$ cat src/rtl/wp_cmd_guard.sv
module wp_cmd_guard #(
  parameter int ADDR_W      = 17,
  parameter int LANES       = 5,
  parameter int LOCK_CYCLES = 3000000
) (
  input  logic                 clk,
  input  logic                 rst_n,
  input  logic                 wr_valid,
  input  logic [ADDR_W-1:0]    wr_addr,
  input  logic [8*LANES-1:0]   wr_data,
  input  logic                 prog_done,
  output logic                 wr_permit,
  output logic                 prot_mode,
  output logic [2:0]           seq_state
);
  localparam int CW = $clog2(LOCK_CYCLES + 2);
  localparam logic [ADDR_W-1:0] ADR_MAIN = ADDR_W'(17'h05555);
  localparam logic [ADDR_W-1:0] ADR_ALT0 = ADDR_W'(17'h02AAA);
  localparam logic [ADDR_W-1:0] ADR_ALT1 = ADDR_W'(17'h0AAAA);

  logic [LANES-1:0] lane_eq;
  genvar g;
  generate
    for (g = 0; g < LANES; g++) begin : g_lane
      assign lane_eq[g] = (wr_data[8*g +: 8] == wr_data[7:0]);
    end
  endgenerate

  wire       uniform = &lane_eq;
  wire [7:0] cbyte   = wr_data[7:0];
  wire       at_main = (wr_addr == ADR_MAIN);
  wire       at_alt  = (wr_addr == ADR_ALT0) || (wr_addr == ADR_ALT1);
  wire       hit_aa  = uniform && at_main && (cbyte == 8'hAA);
  wire       hit_55  = uniform && at_alt  && (cbyte == 8'h55);
  wire       hit_a0  = uniform && at_main && (cbyte == 8'hA0);
  wire       hit_80  = uniform && at_main && (cbyte == 8'h80);
  wire       hit_20  = uniform && at_main && (cbyte == 8'h20);

  logic [2:0]    step;
  logic          armed;
  logic          prot;
  logic [CW-1:0] lock_cnt;
  logic          advance;

  wire locked = (lock_cnt != '0);
  wire track  = wr_valid && !locked && !armed;

  always_comb begin
    case (step)
      3'd0:    advance = hit_aa;
      3'd1:    advance = hit_55;
      3'd2:    advance = hit_a0 || hit_80;
      3'd3:    advance = hit_aa;
      3'd4:    advance = hit_55;
      3'd5:    advance = hit_20;
      default: advance = 1'b0;
    endcase
  end

  wire consume = track && advance;

  assign wr_permit = wr_valid && !locked && (armed || (!consume && !prot));
  assign prot_mode = prot;
  assign seq_state = locked ? 3'd7 : (armed ? 3'd6 : step);

  always_ff @(posedge clk) begin
    if (!rst_n) begin
      step     <= 3'd0;
      armed    <= 1'b0;
      prot     <= 1'b0;
      lock_cnt <= '0;
    end else begin
      if (locked) lock_cnt <= lock_cnt - 1'b1;
      if (prog_done) armed <= 1'b0;
      if (track) begin
        if (!advance) begin
          step <= 3'd0;
        end else begin
          case (step)
            3'd2: begin
              if (hit_a0) begin
                step <= 3'd0;
                if (prot) armed <= 1'b1;
                else begin
                  prot     <= 1'b1;
                  lock_cnt <= CW'(LOCK_CYCLES);
                end
              end else begin
                step <= 3'd3;
              end
            end
            3'd5: begin
              step     <= 3'd0;
              prot     <= 1'b0;
              lock_cnt <= CW'(LOCK_CYCLES);
            end
            default: step <= step + 3'd1;
          endcase
        end
      end
    end
  end

  assert_lock_blocks_R4: assert property (@(posedge clk) disable iff (!rst_n)
    (seq_state == 3'd7) |-> !wr_permit);

  assert_permit_needs_valid_R2: assert property (@(posedge clk) disable iff (!rst_n)
    wr_permit |-> wr_valid);

  assert_mode_after_write_R8: assert property (@(posedge clk) disable iff (!rst_n)
    (prot_mode != $past(prot_mode)) |-> $past(wr_valid));

  assert_change_locks_R3: assert property (@(posedge clk) disable iff (!rst_n)
    (prot_mode != $past(prot_mode)) |-> (LOCK_CYCLES == 0 || seq_state == 3'd7));

  assert_protected_refuses_R5: assert property (@(posedge clk) disable iff (!rst_n)
    (prot_mode && seq_state != 3'd6) |-> !wr_permit);
endmodule

$ cat config.mk
export PLATFORM = sky130hd
export DESIGN_NAME = wp_cmd_guard
export DESIGN_NICKNAME = d
export VERILOG_FILES = /design/src/rtl/wp_cmd_guard.sv
export SDC_FILE = /design/constraint.sdc
export NUM_CORES = 1
export LEC_CHECK = 0
export BUFFER_PORTS_ARGS = -buffer_cell sky130_fd_sc_hd__buf_2
export CAP_MARGIN = 0
export CORE_UTILIZATION = 55
export DETAILED_ROUTE_END_ITERATION = 10
export PLACE_DENSITY = 0.86
export SLEW_MARGIN = 20
export SYNTH_ARGS = -nofsm -noshare
export SYNTH_HDL_FRONTEND = slang
export SYNTH_SLANG_ARGS = --single-unit
$ cat constraint.sdc
create_clock -name clk -period 6.96 [get_ports clk]
set_clock_uncertainty 0.2 [all_clocks]
set_input_delay 0.348 -clock clk [delete_from_list [all_inputs] [get_ports clk]]
set_output_delay 0.348 -clock clk [all_outputs]
set_load 0.1 [all_outputs]
After elaboration in Yosys (flattened, before gate mapping)
Index checks and enable logic that the tools add are counted.
- flip-flop bits (word level): 27
- bits of input ports: 61
- $add $sub $neg: 2
- equality and inequality tests: 18
- muxes and demuxes: 20
- reductions and logical operators: 26
- operators with widths (operator ; count):
    two-way mux 22 bit ; 5
    one-hot mux 22 bit (2 select lines) ; 1
    equality test 8 bit ; 4
    equality test 8 bit (second input constant) ; 3
    nonzero test 22 bit ; 1
    subtractor 22 x 1 -> 22 bit (second input constant) ; 1
    equality test 17 x 14 -> 1 bit (second input constant) ; 1
    equality test 17 x 15 -> 1 bit (second input constant) ; 1
    equality test 17 x 16 -> 1 bit (second input constant) ; 1
    logical AND 1 bit ; 12
    two-way mux 3 bit ; 3
    equality test 8 x 6 -> 1 bit (second input constant) ; 1
    equality test 8 x 7 -> 1 bit (second input constant) ; 1
    AND reduction 4 bit ; 2
    two-way mux 1 bit ; 7
    equality test 3 x 2 -> 1 bit (second input constant) ; 2
    equality test 3 bit (second input constant) ; 2
    one-hot mux 3 bit (2 select lines) ; 1
    logical NOT 1 bit ; 4
    one-hot mux 1 bit (4 select lines) ; 1
    OR reduction 2 bit ; 2
    adder 3 x 1 -> 3 bit (second input constant) ; 1
    equality test 3 x 1 -> 1 bit (second input constant) ; 1
    logical NOT 3 bit ; 1
    5 further kinds ; 7

Depth between registers and ports, before layout
Gate-level depths: netlist (run 1).
- word-level depth: 11
- mapped depth: 10

Worst setup path after synthesis (run 1)
Ideal clock, no wire load.
- kind: reg-to-output
- start: register step[0]
- end: output port seq_state[0]
- arrival time: 2.570 ns
- data required time: 6.412 ns
- slack: 3.842 ns
- stages on the path, launching flop included: 3
- path through: dfxtp_1 > inv_1 > o21ai_0
- cells in the longest elaborated chain, start to end: 2
- ends and longest elaborated chain (what ; RTL line ; text):
    from (decl) ; 39 ; logic [2:0] step;
    from (signal assigned) ; 97 ; default: step <= step + 3'd1;
    two-way mux 3 bit (2 in series) ; 64 ; assign seq_state = locked ? 3'd7 : (armed ? 3'd6 : step);
    to (decl) ; 14 ; output logic [2:0] seq_state
Every way passes these cells.

Worst setup path in the final report (run 1)
- start: register lock_cnt[3]
- end: output port wr_permit
- cells in the longest elaborated chain, start to end: 9
- ends and longest elaborated chain (what ; RTL line ; text):
    from (decl) ; 42 ; logic [CW-1:0] lock_cnt;
    from (signal assigned) ; 73 ; if (locked) lock_cnt <= lock_cnt - 1'b1;
    from (signal assigned) ; 86 ; lock_cnt <= CW'(LOCK_CYCLES);
    from (signal assigned) ; 95 ; lock_cnt <= CW'(LOCK_CYCLES);
    nonzero test 22 bit (*) ; 45 ; wire locked = (lock_cnt != '0);
    logical NOT 1 bit (*) ; 46, 62 ;
    logical AND 1 bit (*) ; 46, 62 ;
    logical AND 1 bit ; 46 ; wire track = wr_valid && !locked && !armed;
    logical AND 1 bit ; 60 ; wire consume = track && advance;
    logical NOT 1 bit ; 62 ; assign wr_permit = wr_valid && !locked && (armed || (!consume && !prot));
    logical AND 1 bit ; 62 ;
    logical OR 1 bit ; 62 ;
    logical AND 1 bit (*) ; 62 ;
    to (decl) ; 12 ; output logic wr_permit,
Mark *: on every way between the ends. The rest lies on a longest branch, timed or not.

==> results_dict.tcl, run 1 <==
set metrics [dict create \
    overflow 0 \
    mostFrequentLayoutCells "65 x buf_2, 27 x dfxtp_1, 18 x nor2_1, 15 x nand4_1, 15 x a21oi_1" \
    core_sq_um 3390 \
    drv_slew 0 \
    crit_type "flop to output port" \
    start_util 0.586 \
    syn-num-nets 314 \
    drt_iter0_drc 171 \
    ant_nets 0 \
    cts_tree "built" \
    clock_sinks 27 \
    grt_pass1_wl_mm 8.30 \
    max_slew_margin 0.392 \
    postCtsResizedCells 0 \
    rsz0062_at_grt "no" \
    start_kind "flop" \
    cts_hold_buf 0 \
    tns_ns 0 \
    fin_crit_sh 0.471 \
    final_hold_viol_count 0 \
    ys_seq_area_frac 0.272 \
    p_leak_nw 0.969 \
    syn_to_final_growth_pct 19.5 \
    wire_per_inst_microns 14.4 \
    worstPathRequired_ns 6.41 \
    drt_first_pass_iters 4 \
    final-instance-count-excl-fill 355 \
    holdPathStages 3 \
    num_antenna_cells 0 \
    htreeDepth 1 \
    placed_area_sq_um 2340 \
    drc 0 \
    ys_warn_count 0 \
    dieWidth_microns 62.1 \
    cts_buffers 3 \
    tightest_slew_ns 0.911 \
    synth-edff-count 0 \
    drive_above_1_share 0.243 \
    r2r_cells 6 \
    rows 21 \
    io_buffers 65 \
    die_area_sq_um 3850 \
    timing.final.crit_period_ns 3.28 \
    antenna_found_initial 0 \
    clockRootBuffer "clkbuf_4" \
    final_nets 378 \
    power_density_nw_per_um2 352 \
    dp_hpwl_mm 4.12 \
    die_h_microns 62.1 \
    final_common_cell "buf_2" \
    crit_fanout 6 \
    via_count 2178 \
    critical_path.endpoint_type "output port" \
    pin_count 66 \
    stdcell_area_sq_um 2370 \
    place_congestion 0.942 \
    grt_pass1_vias 1887 \
    yosysUniqueCellTypes 46 \
    synthFlopType "dfxtp_1" \
    netlist_instances 246 \
    clk_pin_slew_worst_paths_ns 0.14 \
    hold_class "input port to flop" \
    crit_arrival_ns 2.73 \
    synthesis.area_sq_um 1990 \
    grt_max_degree 20 \
    max_freq_ghz 0.305 \
    ys_ff_latch 27 \
    dpl.cell_count 351 \
    postCtsSetupBuffers 0 \
    max-vdd-ir-drop_mv 0.312 \
    avgSynthCellArea_sq_um 8.07 \
    grt_util_all_layers 0.288 \
    wirelength_mm 5.10 \
    clk_path_buf_depth 2 \
    async_reset_ff_frac 0 \
    clkLatencyLatePin_ns 0.33 \
    run_status "completed" \
    setup_viol 0 \
    cap_viol_max_count 0 \
    detail_route.vias_per_cell 6.14 \
]
cells in the mapped netlist, drive strengths merged, types with 9 or more instances:
cell type	n	area [sq um]
a21oi	15	75.1
dfxtp	27	541
nand2	14	52.6
nand4	15	93.8
nor2	18	67.6
nor3	14	70.1
nor4	11	68.8
o21ai	9	45.0
or3	9	66.3
or4	12	93.8
xnor2	10	87.6
registers in the layout, indices dropped and copies added (netlist names):
signal,flops
step,3
lock_cnt,22
prot_mode,1
armed,1
final cells by class:
cell class / instances / area [sq um]
Multi-Input combinational cell: 206 / 1400
Fill cell: 297 / 1020
Sequential cell: 27 / 541
Timing Repair Buffer: 65 / 325
Tap cell: 46 / 57.6
Inverter: 7 / 26.3
Clock buffer: 3 / 22.5
Clock inverter: 1 / 5.00
report_power, final:
group	switching [mW]	internal, mW
sequential	0.0475	0.201
combinational	0.317	0.201
clock	0.0470	0.0216
worst max-delay path, stage by stage, from the launching register on:
cell and delay (ns):
dfxtp_1 0.37, or4_4 0.56, or3_4 0.38, nor3_1 0.45, o211a_1 0.22, buf_2 0.41
routing by layer:
metal	vias up	GRT usage	share of wire	wire length, microns
li1	1075	-	-	-
met1	1016	0.379	0.43	2210
met2	77	0.477	0.50	2560
met3	10	0.0580	0.051	259
met4	0	0.0794	0.014	69
met5	-	0	0	0
stage by stage:
step	util	power (mW)	setup slack, ns	hold WS, ns
floorplan	-	0.652	3.84	0.296
global placement	0.692	0.749	4.01	0.322
detailed placement	0.692	0.762	3.96	0.314
CTS	0.700	0.834	3.68	0.0655
global route	0.700	0.904	3.52	0.0626
finish	0.700	0.836	3.68	0.0730
path summary, 6_finish.rpt:
kind | from | end | slack, ns
hold reg to reg | prot_mode$_SDFFE_PN0P_ | armed$_SDFF_PN0_ | 0.35
setup / recovery | lock_cnt[3]$_SDFF_PN0_ | wr_permit | 3.68
hold / removal | prog_done | armed$_SDFF_PN0_ | 0.07
setup reg to reg | lock_cnt[3]$_SDFF_PN0_ | lock_cnt[1]$_SDFF_PN0_ | 3.90
kinds of logic (layout without fill, tap and decap cells):
| kind of cell | after synthesis | after routing | synth area share |
|---|---|---|---|
| xor+xnor | 17 | 17 | 0.0750 |
| fa+ha+maj | 7 | 7 | 0.0441 |
| mux | 7 | 7 | 0.0353 |
| compound gates | 41 | 41 | 0.128 |
| flops | 27 | 27 | 0.272 |
| simple gates | 134 | 134 | 0.420 |
| buf+inv | 13 | 76 | 0.0252 |
(Power assumes the default switching activity.)
==> run 2, diff against run 1 <==
Settings changed: ABC_AREA set to 1, CORE_UTILIZATION 55 to 50, PLACE_DENSITY 0.86 to 0.78.
Clock period 6.96 ns to 2.7 ns, I/O delays scaled along.
==> results_dict.tcl, run 2 <==
set metrics [dict create \
    run_status "completed" \
    mostFrequentLayoutCells "173 x nand2_1, 85 x nor2_1, 74 x inv_1, 64 x buf_2, 35 x nand3_1" \
    yosys-top-cells-count "173 x nand2_1, 85 x nor2_1, 74 x inv_1" \
    final_common_cell "nand2_1" \
    regMostFlops "lock_cnt" \
    met3_usage 0.0200 \
    reg.largest.list "lock_cnt x22, step x3" \
    max_freq_ghz 0.398 \
    largest_reg_flops 22 \
    final_hold_viol_count 0 \
    crit_fanout 7 \
    r2r-start "lock_cnt[0]$_SDFF_PN0_" \
    rrSetupSlack_ns 0.40 \
    grt_util_all_layers 0.251 \
    synthFlopType "dfxtp_1" \
    rows 27 \
    setup_viol 0 \
    io_buffers 65 \
    power_density_nw_per_um2 807 \
    die_h_microns 77.4 \
    use_met2 0.469 \
    num_antenna_cells 0 \
    fin_crit_sh 0.931 \
    p_leak_nw 1.78 \
    hp-start "wr_valid" \
    hold_class "input port to flop" \
    ys_ff_latch 27 \
    start_kind "flop" \
    netlist_instances 527 \
    place_congestion 0.911 \
    grt_pass1_wl_mm 12.5 \
    timing.rr.end "lock_cnt[1]$_SDFF_PN0_" \
    rsz0062_at_grt "no" \
    syn_to_final_growth_pct 15.8 \
    wire_per_inst_microns 10.9 \
    final-instance-count-excl-fill 661 \
    cp-startpoint "step[1]$_SDFFE_PN0P_" \
    clock_sinks 27 \
    htreeDepth 1 \
    drv_slew 0 \
    crit_type "flop to output port" \
    drt_first_pass_iters 5 \
    ant_nets 0 \
    cts_tree "built" \
    dp_hpwl_mm 5.88 \
    tns_ns 0 \
    detail_route.vias_per_cell 5.00 \
    synthesis.area_sq_um 2850 \
    ys_seq_area_frac 0.190 \
    placed_area_sq_um 3220 \
    timing.final.crit_period_ns 2.51 \
    stdcell_area_sq_um 3290 \
    r2r_cells 11 \
    dpl.cell_count 655 \
    grt_pass1_vias 2999 \
    antenna_found_initial 0 \
    dieWidth_microns 77.4 \
    synth_top_cell_by_area "nand2_1" \
    tightest_slew_ns 0.799 \
    clockRootBuffer "clkbuf_8" \
    avgSynthCellArea_sq_um 5.40 \
    clkLatencyLatePin_ns 0.28 \
    critical_path.endpoint_type "output port" \
    ys_warn_count 0 \
    clk_path_buf_depth 2 \
    hold_end "step[0]$_SDFFE_PN0P_" \
    drive_above_1_share 0.170 \
    max-vdd-ir-drop_mv 0.707 \
    wirelength_mm 7.22 \
    holdPathStages 6 \
    yosysUniqueCellTypes 31 \
    cts_buffers 3 \
    final_nets 658 \
    die_area_sq_um 6000 \
    syn-num-nets 595 \
    core_sq_um 5510 \
    async_reset_ff_frac 0 \
    crit_arrival_ns 2.18 \
    ys_top_cells_by_area "nand2_1 23%, dfxtp_1 19%, nor2_1 11%" \
    drt_iter0_drc 162 \
    worstPathRequired_ns 2.37 \
    synth-edff-count 0 \
    drc 0 \
    pin_count 66 \
    max_slew_margin 0.467 \
    yosysMostFrequentCell "nand2_1" \
    met1_usage 0.303 \
    cap_viol_max_count 0 \
    via_count 3302 \
    postCtsSetupBuffers 0 \
    grt_max_degree 24 \
    start_util 0.517 \
    synth_top_area_frac 0.228 \
    hold_slack_ns 0.166 \
    clk_pin_slew_worst_paths_ns 0.10 \
    top_usage_layer "met2" \
    overflow 0 \
]
-- run 2: area by class of cell --
| type | instances | area, sq um |
|---|---|---|
| fill | 559 | 2210 |
| sequential | 27 | 543 |
| multi-input combinational | 406 | 1930 |
| clock buffer | 3 | 41.3 |
| clock inverter | 1 | 7.51 |
| timing repair buffer | 67 | 360 |
| tap | 72 | 90.1 |
| inverter | 85 | 319 |
-- run 2: report_power, final --
part,leakage (nW),internal [mW],switching [mW]
combinational,1.54,0.586,1.15
sequential,0.222,0.543,0.137
clock,0.0217,0.105,0.132
total,1.78,1.23,1.42
-- run 2: worst max-delay path by stage --
stage | to | slack [ns]
global placement | lock_cnt[1]$_SDFF_PN0_ | 0.46
CTS | wr_permit | 0.1
floorplan | wr_permit | 0.14
global route | wr_permit | 0.005
detailed placement | lock_cnt[1]$_SDFF_PN0_ | 0.39
finish | wr_permit | 0.19
-- run 2: repair_timing --
item / in CTS / in global routing
endpoints found under the hold margin: 5 / 0
endpoints found under the setup margin: 0 / 1
hold buffers: 2 / 0
gates resized for setup: 0 / 3
-- run 2: kinds of logic after synthesis --
logic type                 Yosys count  share of synthesized area
buffers and inverters               94                      0.132
AOI/OAI and AO/OA                   42                     0.0862
DFF                                 27                      0.190
adders and majority gates            7                     0.0308
xor gates and xnor gates            22                     0.0677
and+or+nand+nor                    335                      0.493
-- run 2: through the flow --
step	utilization	power, mW	worst slack (ns)
after floorplan	-	2.04	0.138
after global placement	0.585	2.37	0.455
after detailed placement	0.585	2.39	0.392
after CTS	0.598	2.66	0.0996
after global routing	0.598	2.92	0.00452
final	0.598	2.66	0.185
-- run 2: worst max-delay path, stage by stage, from the launching register on --
cell and delay (ns):
dfxtp_2 0.38, inv_1 0.08, ha_1 0.19, nand2_1 0.17, inv_1 0.08, nand3_1 0.07, o21ai_1 0.06, nand2_1 0.06
nand2_1 0.07, nand2_1 0.06, o21ai_0 0.08, nand3_1 0.11, nand2_1 0.10, a21oi_2 0.19, buf_12 0.19
-- run 2: per-layer routing --
layer  wire length (microns)  up-vias
met1                    3250     1457
met4                     101        0
met3                     275       11
li1                        -     1755
met2                    3600       79
met5                       0        -
==> run 3, diff against run 2 <==
Settings changed: GPL_TIMING_DRIVEN set to 0.
==> results_dict.tcl, run 3 (same netlist as run 2, synthesis figures left out) <==
set metrics [dict create \
    run_status "completed" \
    drt_first_pass_iters 5 \
    setup_slack_ns 0.156 \
    fillers 579 \
    critical_path.endpoint_type "output port" \
    crit_top_cell "nand2_1" \
    grt_pass1_vias 3094 \
    clk_pin_slew_worst_paths_ns 0.09 \
    met1_usage 0.292 \
    fin_crit_sh 0.942 \
    post-place-ws_ns 0.261 \
    cp.buffers_inverters 2 \
    drt_iter0_drc 169 \
    tightest_slew_ns 0.569 \
    setup_viol 0 \
    multi_input_area_sq_um 1940 \
    ff_latch_area_sq_um 542 \
    dp_hpwl_mm 5.88 \
    drive_above_1_share 0.169 \
    place_congestion 0.852 \
    grt_pass1_wl_mm 12.4 \
    rsz0062_at_grt "no" \
    tns_ns 0 \
    io_buffers 59 \
    die_h_microns 77.4 \
    stdcell_area_sq_um 3310 \
    hold_slack_ns 0.150 \
    wirelength_mm 7.21 \
    drv_slew 0 \
    detail_route.vias_per_cell 5.07 \
    syn_to_final_growth_pct 16.4 \
    power_density_nw_per_um2 792 \
    start_util 0.517 \
    max_freq_ghz 0.393 \
    clkLatencyLatePin_ns 0.27 \
    max_slew_margin 0.620 \
    largest_reg_flops 22 \
    final_nets 661 \
    pin_count 66 \
    ant_nets 0 \
    path_delay_family "compound AO/OA/AOI/OAI gates" \
    htreeDepth 1 \
    wire_per_inst_microns 10.9 \
    timing.final.crit_period_ns 2.54 \
    cpMaxStageDelayCell "dfxtp_1" \
    postCtsSetupBuffers 0 \
    cap_viol_max_count 0 \
    clk_path_buf_depth 2 \
    cts_tree "built" \
    p_leak_nw 1.79 \
    worstPathCellList "inv_1 -> ha_1 -> a21oi_1 -> o21ai_0 -> nand2_1 -> nand2_1 -> nand2_1 -> o21ai_0 -> nand3_1 -> nand2_1 -> a21oi_2 -> buf_8" \
    cts_buffers 3 \
    dieWidth_microns 77.4 \
    via_count 3366 \
    met3_usage 0.0271 \
    top_usage_layer "met2" \
    crit_arrival_ns 2.21 \
    worstPathRequired_ns 2.37 \
    final_hold_viol_count 0 \
    crit_fanout 5 \
    hold_class "input port to flop" \
    overflow 0 \
    final_common_cell "nand2_1" \
    max-vdd-ir-drop_mv 0.797 \
    mostFrequentLayoutCells "172 x nand2_1, 85 x nor2_1, 74 x inv_1, 61 x buf_2, 35 x nand3_1" \
    rows 27 \
    use_met2 0.456 \
    reg.largest.list "lock_cnt x22, step x3" \
    grt_util_all_layers 0.248 \
    totalPowerFinal_mw 2.62 \
    drc 0 \
    crit_type "flop to output port" \
    start_kind "flop" \
    clockRootBuffer "clkbuf_8" \
    grt_max_degree 15 \
    placed_area_sq_um 3230 \
    num_antenna_cells 0 \
    slowest_delay_ns 0.42 \
    regMostFlops "lock_cnt" \
    antenna_found_initial 0 \
    core_sq_um 5510 \
    clock_sinks 27 \
    die_area_sq_um 6000 \
]
run 3: changes by cell type in the layout (fill, tap and decap cells not counted):
cell,previous run,this run
buf_8,0,1
o21ai_0,12,13
dfxtp_2,2,1
o21ai_1,2,1
buf_4,0,3
dfxtp_1,25,26
clkbuf_1,0,3
clkinvlp_4,1,0
nand2_2,0,1
nand2_1,173,172
buf_12,1,0
buf_2,64,61
buf_6,0,1
run 3: worst reg2reg max path: cells and delay by family (launching register included):
kind	cells	cell delay, ns
compound gates	1	0.12
buf+inv	3	0.35
simple gates	6	0.98
fa+ha+maj	1	0.19
flops	1	0.30
run 3: report_power, final:
group	internal [mW]	leakage [nW]	switching (mW)
Combinational	0.585	1.55	1.14
Clock	0.106	0.0228	0.120
Sequential	0.543	0.221	0.130
Total	1.23	1.79	1.39
run 3: timing repair:
item                                    CTS  global route
resized for setup                         1             4
endpoints found under the setup margin    1             1
endpoints found under the hold margin     5             0
hold buffers                              2             0
run 3: worst paths after layout:
kind	depth (start not counted)	endpoint	slack (ns)	from
max	12	wr_permit	0.16	step[0]$_SDFFE_PN0P_
min	6	step[1]$_SDFFE_PN0P_	0.15	wr_valid
max reg2reg	11	lock_cnt[9]$_SDFF_PN0_	0.48	lock_cnt[0]$_SDFF_PN0_
min reg2reg	2	step[1]$_SDFFE_PN0P_	0.31	step[1]$_SDFFE_PN0P_
run 3: per-stage QoR:
stage                      util  instances
final                     0.602        664
after global routing      0.602        664
after CTS                 0.600        664
after detailed placement  0.587        658
after global placement    0.587        658
after floorplan               -        527
run 3: cell type report:
type                    count  area share
flip-flops and latches     27       0.164
repair buffers             61      0.0982
clock buffers               4      0.0136
plain buffers               9      0.0170
multi-input cells         406       0.584
well taps                  72      0.0272
inverters                  85      0.0963
run 3: per-layer routing:
metal  vias up  routed length (microns)  share of wire
li1       1763                        -              -
met1      1467                     3140           0.43
met2       118                     3480           0.48
met3        18                      393          0.054
met4         0                      201          0.028
met5         -                        0              0
